<file path="src/rtl/cts_pkg.sv">
package cts_pkg;

    localparam int TRIM_W = 3;

    typedef logic signed [TRIM_W-1:0] trim_t;

    typedef enum logic [1:0] {
        SQ_IDLE  = 2'd0,
        SQ_CHECK = 2'd1,
        SQ_WRITE = 2'd2,
        SQ_WAIT  = 2'd3
    } seq_state_e;

    typedef enum logic [1:0] {
        RS_IDLE   = 2'd0,
        RS_REINIT = 2'd1,
        RS_INIT   = 2'd2
    } rs_state_e;

    typedef struct packed {
        logic  equal;
        trim_t next;
    } step_s;

    // One signed step from cur toward tgt.
    function automatic step_s step_toward(trim_t cur, trim_t tgt);
        step_s s;
        s.equal = (cur == tgt);
        if (s.equal)
            s.next = cur;
        else if (cur < tgt)
            s.next = cur + trim_t'(1);
        else
            s.next = cur - trim_t'(1);
        return s;
    endfunction

endpackage

</file>
<file path="src/rtl/cts_target_pick.sv">
module cts_target_pick
    import cts_pkg::*;
#(
    parameter int CFG_W = 8
) (
    input  logic [CFG_W-1:0] cfg_i,
    output trim_t            target_o
);
    localparam int TRIM_LSB = CFG_W - TRIM_W;

    logic unused_low;

    assign target_o   = trim_t'(cfg_i[CFG_W-1:TRIM_LSB]);
    assign unused_low = ^cfg_i[TRIM_LSB-1:0];
endmodule

</file>
<file path="src/rtl/cts_stepper.sv">
module cts_stepper
    import cts_pkg::*;
(
    input  trim_t cur_i,
    input  trim_t tgt_i,
    output step_s step_o
);
    assign step_o = step_toward(cur_i, tgt_i);
endmodule

</file>
<file path="src/rtl/cts_resync.sv">
module cts_resync
    import cts_pkg::*;
(
    input  logic clk,
    input  logic rst,
    input  logic go_i,
    input  logic reinit_ack_i,
    input  logic init_ack_i,
    output logic reinit_req_o,
    output logic init_req_o,
    output logic fin_o
);
    rs_state_e st_q, st_d;

    always_comb begin
        st_d = st_q;
        case (st_q)
            RS_IDLE:   if (go_i)         st_d = RS_REINIT;
            RS_REINIT: if (reinit_ack_i) st_d = RS_INIT;
            RS_INIT:   if (init_ack_i)   st_d = RS_IDLE;
            default:                     st_d = RS_IDLE;
        endcase
    end

    always_ff @(posedge clk) begin
        if (rst) st_q <= RS_IDLE;
        else     st_q <= st_d;
    end

    assign reinit_req_o = (st_q == RS_REINIT);
    assign init_req_o   = (st_q == RS_INIT);
    assign fin_o        = (st_q == RS_INIT) && init_ack_i;
endmodule

</file>
<file path="src/rtl/clk_trim_stepper.sv">
module clk_trim_stepper
    import cts_pkg::*;
#(
    parameter int CFG_W = 8
) (
    input  logic              clk,
    input  logic              rst,
    input  logic              start_i,
    input  logic [CFG_W-1:0]  cfg_byte_i,
    input  logic [TRIM_W-1:0] trim_cur_i,
    output logic              trim_wr_o,
    output logic [TRIM_W-1:0] trim_wr_val_o,
    output logic              reinit_req_o,
    input  logic              reinit_ack_i,
    output logic              init_req_o,
    input  logic              init_ack_i,
    output logic              busy_o,
    output logic              done_o
);
    seq_state_e st_q, st_d;
    trim_t      tgt_q, work_q, tgt_in;
    step_s      step;
    logic       accept, rs_go, rs_fin, done_q;

    cts_target_pick #(.CFG_W(CFG_W)) u_pick (
        .cfg_i    (cfg_byte_i),
        .target_o (tgt_in)
    );

    cts_stepper u_step (
        .cur_i  (work_q),
        .tgt_i  (tgt_q),
        .step_o (step)
    );

    cts_resync u_rs (
        .clk          (clk),
        .rst          (rst),
        .go_i         (rs_go),
        .reinit_ack_i (reinit_ack_i),
        .init_ack_i   (init_ack_i),
        .reinit_req_o (reinit_req_o),
        .init_req_o   (init_req_o),
        .fin_o        (rs_fin)
    );

    assign accept = start_i && (st_q == SQ_IDLE);
    assign rs_go  = (st_q == SQ_WRITE);

    always_comb begin
        st_d = st_q;
        case (st_q)
            SQ_IDLE:  if (accept) st_d = SQ_CHECK;
            SQ_CHECK: st_d = step.equal ? SQ_IDLE : SQ_WRITE;
            SQ_WRITE: st_d = SQ_WAIT;
            SQ_WAIT:  if (rs_fin) st_d = SQ_CHECK;
            default:  st_d = SQ_IDLE;
        endcase
    end

    always_ff @(posedge clk) begin
        if (rst) begin
            st_q   <= SQ_IDLE;
            tgt_q  <= '0;
            work_q <= '0;
            done_q <= 1'b0;
        end else begin
            st_q   <= st_d;
            done_q <= (st_q == SQ_CHECK) && step.equal;
            if (accept) begin
                tgt_q  <= tgt_in;
                work_q <= trim_t'(trim_cur_i);
            end else if ((st_q == SQ_CHECK) && !step.equal) begin
                work_q <= step.next;
            end
        end
    end

    assign trim_wr_o     = (st_q == SQ_WRITE);
    assign trim_wr_val_o = work_q;
    assign busy_o        = (st_q != SQ_IDLE);
    assign done_o        = done_q;
endmodule

</file>
<file path="config.mk">
export PLATFORM = sky130hd
export DESIGN_NAME = clk_trim_stepper
export DESIGN_NICKNAME = d
export VERILOG_FILES = /design/src/rtl/cts_pkg.sv /design/src/rtl/cts_target_pick.sv /design/src/rtl/cts_stepper.sv /design/src/rtl/cts_resync.sv /design/src/rtl/clk_trim_stepper.sv
export SDC_FILE = /design/constraint.sdc
export NUM_CORES = 1
export LEC_CHECK = 0
export BUFFER_PORTS_ARGS = -buffer_cell sky130_fd_sc_hd__buf_2
export CORE_MARGIN = 1.5
export CORE_UTILIZATION = 50
export DETAILED_ROUTE_END_ITERATION = 10
export GPL_TIMING_DRIVEN = 0
export PLACE_DENSITY = 0.81
export SLEW_MARGIN = 20
export SYNTH_ARGS = -nofsm -noshare
export SYNTH_HDL_FRONTEND = slang
export SYNTH_SLANG_ARGS = --single-unit
</file>
<file path="constraint.sdc">
create_clock -name clk -period 5.98 [get_ports clk]
set_input_delay 0.897 -clock clk [delete_from_list [all_inputs] [get_ports clk]]
set_output_delay 0.897 -clock clk [all_outputs]
set_load 0.005 [all_outputs]
</file>
Word-level counts from Yosys, hierarchy flattened

Cells that the tools add are included.
Widths: inputs -> output; s select.

Register bits: 11
Input port bits: 16
Memories: 0
Bits in writable memories: 0
ROM bits: 0
Bits in latches: 0
Word-level logic and storage cells: 44
Output and inout port bits: 8

Muxes and demuxes: 12
$lt $le $gt $ge: 1
Reductions and logical operators: 12
Div/mod/pow operators: 0
Equality and inequality tests: 12
$add $sub $neg: 2
Shifts and indexed selects: 0
Bitwise gates (word level): 0
Multipliers: 0

Operators with widths:

| operator            | number |
|---|---|
| $mux 2              | 6 |
| $mux 3              | 4 |
| $pmux 2 s4          | 1 |
| $eq 2x2->1 const B  | 3 |
| $ne 2x1->1 const B  | 3 |
| $ne 2x2->1 const B  | 3 |
| $pmux 2 s3          | 1 |
| $eq 2x1->1 const B  | 2 |
| $logic_and 1x1->1   | 4 |
| $logic_not 2->1     | 2 |
| $reduce_and 2->1    | 2 |
| $reduce_bool 2->1   | 2 |
| $add 3x2->3 const B | 1 |
| $eq 3x3->1          | 1 |
| $lt 3x3->1          | 1 |
| $reduce_and 3->1    | 1 |
| $sub 3x2->3 const B | 1 |
| $logic_not 1->1     | 1 |

Longest topological paths before layout

Gate-level depths: netlist of the first run.

Depth after elaboration: 5
Depth in mapped cells: 9
Gate-level depth less buffers: 9

Hierarchy

Synthesis of the first run repeated with hierarchy kept, for this count alone.

Cells, all modules: 79
Area total of the unflattened synthesis: 701.9 sq um

Modules (own cells, without submodules):

| module           | area an instance (sq um) | sequential area each (sq um) | cells an instance | times used |
|---|---|---|---|---|
| clk_trim_stepper | 419.2                    | 180.2                        | 46                | 1 |
| cts_stepper      | 167.7                    | 0.0                          | 20                | 1 |
| cts_resync       | 92.6                     | 40.0                         | 10                | 1 |
| cts_target_pick  | 22.5                     | 0.0                          | 3                 | 1 |

Worst setup path before layout of the first run

No wires, ideal clock.

Kind: register to register
Start: register work_q[1], in the netlist trim_wr_val_o[1]
End: register work_q[2], in the netlist trim_wr_val_o[2]
Data required time: 5.892 ns
Path slack: 3.358 ns
Data arrival time: 2.534 ns
Period minus slack after synthesis: 2.622 ns
Setup time: 0.088 ns
Stages on the path, launching flop included: 9
Path buffers: 0
Cell sequence: dfxtp_1 ha_1 nor2b_4 o31a_2 fa_1 or3b_2 o32ai_1 o31ai_1 a311oi_2

Word-level cells in the longest chain between the ends: 5
Elaborated cells between the ends (all ways): 13
Classes of those cells: add/sub (2); order compare (1); eq/ne (2); mux (4); reduce/logical (4)

RTL lines:

| what                                        | line                                  | RTL |
|---|---|---|
| start, declared                             | clk_trim_stepper.sv:21                | `trim_t tgt_q, work_q, tgt_in;` |
| start signal, assigned                      | clk_trim_stepper.sv:72                | `work_q <= trim_t'(trim_cur_i);` |
| start signal, assigned                      | clk_trim_stepper.sv:74                | `work_q <= step.next;` |
| $sub 3x2->3, or another cell as far along   | cts_pkg.sv:34                         | `s.next = cur - trim_t'(1);` |
| $mux 3 or $logic_not 1->1 (tied branches)   | cts_pkg.sv:31, clk_trim_stepper.sv:73 |  |
| $mux 3 or $logic_and 1x1->1 (tied branches) | cts_pkg.sv:29, clk_trim_stepper.sv:73 |  |
| $mux 3 or $reduce_bool 2->1 (tied branches) | -                                     |  |
| $mux 3 or $reduce_and 2->1 (tied branches)  | -                                     |  |

Several ways; a longest one is shown, not always the timed one. The select of a mux whose other input is x is not followed.
A chain may end at the register's enable or synchronous reset.

Final worst setup path of the first run

Ends and elaborated chain as after synthesis.

==> impl_metrics.csv, run 1 <==
group,metric,value,unit
worst_setup_path,critPathTopFamily,"compound AO/OA/AOI/OAI gates",
clocking,h-tree-depth,1,
grt,grt_max_degree,11,
worst_hold_path,hp-class,"reg -> reg",
die,die_y,39.1,um
job,drv_cap,0,
timing,maxSlewViolCount,0,
final_layout,syn_to_final_growth,20.6,%
detailed_routing,routed_wl,1300,um
power_and_ir_drop,p_per_area,283,mW/mm^2
place,place_ws,3.23,ns
final_layout,fillers,98,
clocking,cts_made_buffers,3,
detailed_routing,detailroute.via_count,560,
detailed_routing,dr.pass1.iters,3,
detailed_routing,routedWlPerCell,11.8,um
logic_synthesis,synthFlopType,"dfxtp_1",
die,fp.coreArea,0.00116,sq mm
timing,hold_violations,0,
clocking,cts.sinks,11,
worst_setup_path,critPathBufInv,0,
die,placementRows,12,
timing,worst_slew_pin_slew,0.493,ns
die,num_io_pins,24,
worst_setup_path,max_stage_delay,0.47,ns
logic_synthesis,yosys-top-cells-count,"dfxtp_1 (11), ha_1 (7), inv_1 (7), nand2_1 (7), nor2_1 (7)",
clocking,clock_latency,0.27,ns
timing,setup_tns,0,ns
worst_setup_path,regToRegSetupSlack,3.21,ns
logic_synthesis,yosys.area.top_type_share,33.8,%
timing,timing.fmax,0.361,GHz
place,io_buffers,18,
final_layout,final_nets,121,
timing,skew,0.000823,ns
worst_setup_path,r2r_cells,8,
logic_synthesis,syn_avg_cell_area,8.79,sq um
grt,antenna_found_initial,0,
power_and_ir_drop,fin_total_pwr,0.222,mW
clocking,post-cts-setup-buffers,0,
detailed_routing,drc_errors,0,
detailed_routing,vias_per_cell,5.09,
power_and_ir_drop,peakVddDrop,0.197,mV
clocking,clock_path_buffers,2,
worst_setup_path,critPathMaxFanout,4,
worst_setup_path,worstPathArrival,2.96,ns
grt,grtUsageTotal,22.8,%
logic_synthesis,synth_edf_count,0,
logic_synthesis,ys_seq_elements,11,
timing,fin_crit_sh,46.4,%
logic_synthesis,async_reset_ff_share,0,%
timing,setup_slack,3.21,ns
logic_synthesis,syn_nets,98,
logic_synthesis,yosysTopAreaCell,"dfxtp_1",
logic_synthesis,synth_cell_types,26,
place,dpl_cell_area,758,sq um
final_layout,antenna_cells,0,
worst_setup_path,worst-path-stages,8,
clocking,cts_root_buf,"clkbuf_4",
die,initial_utilization,56.3,%
logic_synthesis,synth_area_leaders,"dfxtp_1 (34%), ha_1 (13%), a21oi_1 (4.6%), inv_1 (4.0%), nand2_1 (4.0%)",
timing,setup_viol_count_final,0,
power_and_ir_drop,leakagePower,0.363,nW
clocking,cts_hold_buf,0,
final_layout,drive_gt1_share,26.0,%
place,hpwl,1050,um
logic_synthesis,seq_area_frac_synth,33.8,%
logic_synthesis,yosysMostFrequentCell,"dfxtp_1",
detailed_routing,drt.antenna.violating_nets,0,
timing,slew_headroom,67.1,%
worst_setup_path,worstPathCellList,"ha_1, nor2b_4, o31a_2, fa_1, or3b_2, o32ai_1, o31ai_1, a311oi_2",
worst_hold_path,min_path_cells,2,
clocking,cts_tree,"yes",
final_layout,stdcell_area,785,sq um
die,design.die.area,0.00153,sq mm
clocking,ctsResizeCount,0,
die,dieWidth,39.1,um
grt,grt_pass1_wl,2330,um
logic_synthesis,synth_warnings,0,
worst_setup_path,start_kind,"flip-flop",
worst_setup_path,criticalPathCategory,"reg -> reg",
detailed_routing,drtIter0Drc,9,
logic_synthesis,synth_area,651,sq um
grt,gr-total-overflow,0,
clocking,clkSlewWorstSetupHoldPaths,0.07,ns
run_status,outcome,"complete, no violations",
grt,grt_pass1_vias,577,
worst_setup_path,critPathSlowestCell,"or3b_2",
worst_setup_path,required,6.16,ns
place,place_congestion,0.699,
timing,hold_slack,0.455,ns
timing,rsz0062_at_grt,"no",
logic_synthesis,syn_inst,74,
worst_setup_path,setup.worst_path.end_class,"flip-flop",
timing,post-route-min-period,2.77,ns
## tightest hold or removal path, delay by kind of cell, from the launching register on
| family | cells | cell delay [ns] |
|---|---|---|
| and+or+nand+nor | 1 | 0.05 |
| DFF | 1 | 0.31 |
| AOI/OAI and AO/OA | 1 | 0.05 |
## per-layer routing
layer / global-route usage (%) / vias up / routed length, um
met5: 0 / - / 0
met4: 5.17 / 0 / 0
met3: 8.67 / 0 / 50
met2: 39.2 / 13 / 637
met1: 26.4 / 243 / 613
li1: - / 304 / -
## logic make-up after synthesis
logic type | count (synthesis) | share of synthesized area, %
AO/OA/AOI/OAI | 16 | 18.8
XOR/XNOR | 1 | 1.35
adder cells (fa/ha/maj) | 8 | 16.5
buffers and inverters | 8 | 4.62
flip-flops | 11 | 33.8
AND/OR/NAND/NOR | 30 | 24.8
## flip-flops by register name, summed over array words and instances (netlist names)
| register | count |
|---|---|
| u_rs.st_q | 2 |
| st_q | 2 |
| trim_wr_val_o | 3 |
| done_o | 1 |
| tgt_q | 3 |
## power by group
group	switching [mW]	internal (mW)	total (mW)
Clock	0.0248	0.0258	0.0506
Combinational	0.0426	0.0402	0.0829
Sequential	0.00745	0.0813	0.0887
Total	0.0748	0.147	0.222
## cell usage in the layout (no fill, tap or decap), types with 2 or more instances in the layout
cell type,Yosys,final
a21oi_1,6,6
ha_1,7,7
buf_2,0,18
nand2b_1,3,3
dfxtp_1,11,11
clkbuf_4,0,3
nor2b_1,2,2
a211oi_1,2,2
inv_1,7,7
clkbuf_1,1,2
nor2_1,7,7
nand3_1,5,5
nand3b_1,2,2
nand2_1,7,7
## path summary, 6_finish.rpt
kind	from	endpoint
min reg2reg	tgt_q[2]	tgt_q[2]
max reg2reg	trim_wr_val_o[1]	trim_wr_val_o[2]
max	trim_wr_val_o[1]	trim_wr_val_o[2]
min	tgt_q[2]	tgt_q[2]
## per-stage QoR
| step | instances | utilization [%] |
|---|---|---|
| final | 110 | 67.9 |
| after detailed placement | 106 | 65.6 |
| after floorplan | 74 | - |
| after global routing | 110 | 67.9 |
| after CTS | 110 | 67.9 |
| after global placement | 106 | 65.6 |
## cell type report
class                      count  area, sq um  area share, %
buffer                         1         3.75          0.478
inverter                       7         26.3           3.35
timing repair buffer          18         90.1           11.5
clock buffer                   4         26.3           3.35
multi-input combinational     55          400           51.0
tap                           14         17.5           2.23
sequential                    11          220           28.1
Power figures use the tool's default switching activity.
==> run 2: changes to the inputs <==
--- a/config.mk
+++ b/config.mk
@@ -7,10 +7,10 @@
 export LEC_CHECK = 0
 export BUFFER_PORTS_ARGS = -buffer_cell sky130_fd_sc_hd__buf_2
 export CORE_MARGIN = 1.5
-export CORE_UTILIZATION = 50
+export CORE_UTILIZATION = 42
 export DETAILED_ROUTE_END_ITERATION = 10
 export GPL_TIMING_DRIVEN = 0
-export PLACE_DENSITY = 0.81
+export PLACE_DENSITY = 0.72
 export SLEW_MARGIN = 20
 export SYNTH_ARGS = -nofsm -noshare
 export SYNTH_HDL_FRONTEND = slang
==> constraint.sdc (replaced) <==
create_clock -name clk -period 2.4 [get_ports clk]
set_input_delay 0.36 -clock clk [delete_from_list [all_inputs] [get_ports clk]]
set_output_delay 0.36 -clock clk [all_outputs]
set_load 0.005 [all_outputs]
==> run 2 against run 1 <==
  * The run now ends with negative setup slack left
  * Via count grew 5.7%
  * Combinational power grew to 3.3 times the previous value
  * Clock-buffer cell count is the same
  * Utilization shrank 9.0 points
  * Die area grew 18%
  * Sequential power grew to 2.6 times the previous value
  * Sequential share of layout area shrank 1.8 points
  * Clock power grew 150%
  * Global-route usage shrank 3.8 points
  * Clock skew is essentially flat
  * Critical path type unchanged
  * Largest power group is now combinational cells
==> impl_metrics.csv, run 2 (synthesis results as in run 1) <==
group,metric,value,unit
worst_setup_path,worstPathCellList,"inv_2, ha_4, nand2b_4, o31a_4, fa_2, or3b_4, o32ai_4, o31ai_2, a311oi_2",
worst_setup_path,start_kind,"flip-flop",
die,dieWidth,42.4,um
final_layout,syn_to_final_growth,33.1,%
worst_setup_path,criticalPathCategory,"reg -> reg",
job,drv_cap,0,
clocking,h-tree-depth,1,
detailed_routing,drc_errors,0,
detailed_routing,dr.pass1.iters,4,
worst_setup_path,critPathBufInv,1,
clocking,post-cts-setup-buffers,0,
detailed_routing,drt.antenna.violating_nets,0,
timing,rsz0062_at_grt,"yes",
grt,grtUsageTotal,19.0,%
grt,antenna_found_initial,0,
final_layout,final_nets,121,
worst_setup_path,critPathTopFamily,"compound AO/OA/AOI/OAI gates",
worst_setup_path,max_stage_delay,0.40,ns
die,fp.coreArea,0.00147,sq mm
run_status,failed_checks,"negative setup slack",
die,num_io_pins,24,
worst_hold_path,hp-class,"in -> reg",
power_and_ir_drop,p_per_area,724,mW/mm^2
final_layout,final_common_cell,"buf_2",
run_status,outcome,"finished with violations",
place,place_congestion,0.718,
power_and_ir_drop,leakagePower,0.375,nW
timing,hold_violations,0,
grt,gr-total-overflow,0,
clocking,cts_hold_buf,0,
timing,skew,0.000399,ns
worst_setup_path,setup.worst_path.end_class,"flip-flop",
clocking,cts_tree,"yes",
place,io_buffers,18,
grt,grt_pass1_wl,2540,um
timing,fin_crit_sh,102,%
grt,grt_pass1_vias,590,
final_layout,stdcell_area,866,sq um
clocking,clkSlewWorstSetupHoldPaths,0.07,ns
die,die_y,42.4,um
die,design.die.area,0.00179,sq mm
timing,maxSlewViolCount,0,
clocking,clock_path_buffers,2,
final_layout,antenna_cells,0,
clocking,clock_latency,0.27,ns
die,initial_utilization,44.2,%
grt,grt_max_degree,11,
timing,setup_viol_count_final,1,
timing,setup_tns,-0.0581,ns
worst_setup_path,critPathMaxFanout,4,
worst_setup_path,critPathSlowestCell,"or3b_4",
timing,worst_slew_pin_slew,0.475,ns
worst_setup_path,worstPathArrival,2.64,ns
die,placementRows,14,
clocking,cts_made_buffers,3,
final_layout,final_util,58.8,%
final_layout,mostFrequentLayoutCells,"buf_2 (18), nand2_1 (7), nor2_1 (7), dfxtp_1 (7)",
clocking,cts_root_buf,"clkbuf_4",
detailed_routing,vias_per_cell,5.29,
detailed_routing,routed_wl,1440,um
clocking,cts.sinks,11,
timing,timing.fmax,0.407,GHz
power_and_ir_drop,peakVddDrop,0.302,mV
timing,post-route-min-period,2.46,ns
place,hpwl,1120,um
timing,slew_headroom,68.3,%
place,dpl_cell_area,805,sq um
timing,setup_slack,-0.0581,ns
detailed_routing,routedWlPerCell,12.8,um
final_layout,drive_gt1_share,38.5,%
detailed_routing,drtIter0Drc,8,
detailed_routing,detailroute.via_count,592,
worst_setup_path,required,2.58,ns
## run 2: cell counts in the layout (fill, tap and decap cells not counted)
Identical to the previous run, type by type.
## run 2: final cells by class
| class | count | area (sq um) |
|---|---|---|
| Fill cell | 143 | 606 |
| Clock buffer | 4 | 26.3 |
| Sequential cell | 11 | 228 |
| Timing Repair Buffer | 18 | 90.1 |
| Buffer | 1 | 3.75 |
| Multi-Input combinational cell | 55 | 472 |
| Inverter | 7 | 26.3 |
| Tap cell | 16 | 20.0 |
## run 2: timing repair
action,4_1_cts,5_1_grt
setup endpoints to repair,1,1
pin swaps,3,0
gates resized for setup,4,2
## run 2: per-stage QoR
step                      cells  power [mW]  setup slack, ns  hold WS, ns
after floorplan              74       0.403          -0.0119        0.436
after global placement      108       0.457           -0.102        0.446
after detailed placement    108       0.468           -0.173        0.451
after CTS                   112       0.627          -0.0786        0.271
after global routing        112       0.679           -0.174        0.281
final                       112       0.627          -0.0581        0.277
## run 2: where the power goes
part | total, mW | switching, mW | internal [mW] | leakage (nW)
registers | 0.228 | 0.0223 | 0.205 | 0.0920
clock network | 0.126 | 0.0617 | 0.0644 | 0.0150
logic | 0.274 | 0.130 | 0.143 | 0.268
## run 2: worst paths after layout
check,from,endpoint,slack [ns],cells after the start
worst max register to register,tgt_q[2],trim_wr_val_o[2],-0.06,9
worst max-delay path,tgt_q[2],trim_wr_val_o[2],-0.06,9
worst min register to register,tgt_q[1],tgt_q[1],0.46,2
worst min-delay path,rst,u_rs.st_q[0],0.28,2
## run 2: worst register-to-register path, delay by kind of cell, from the launching register on
kind,cells,cell delay [ns]
buffers and inverters,1,0.04
flip-flops,1,0.33
AND/OR/NAND/NOR,2,0.46
adder cells (fa/ha/maj),2,0.66
AO/OA/AOI/OAI,4,0.88
## run 2: per-layer routing
metal	share of wire, %	global-route usage, %	vias to the layer above
li1	-	-	307
met1	48	22.3	272
met2	47	30.8	11
met3	3.1	5.17	2
met4	1.3	11.3	0
met5	0	0	-
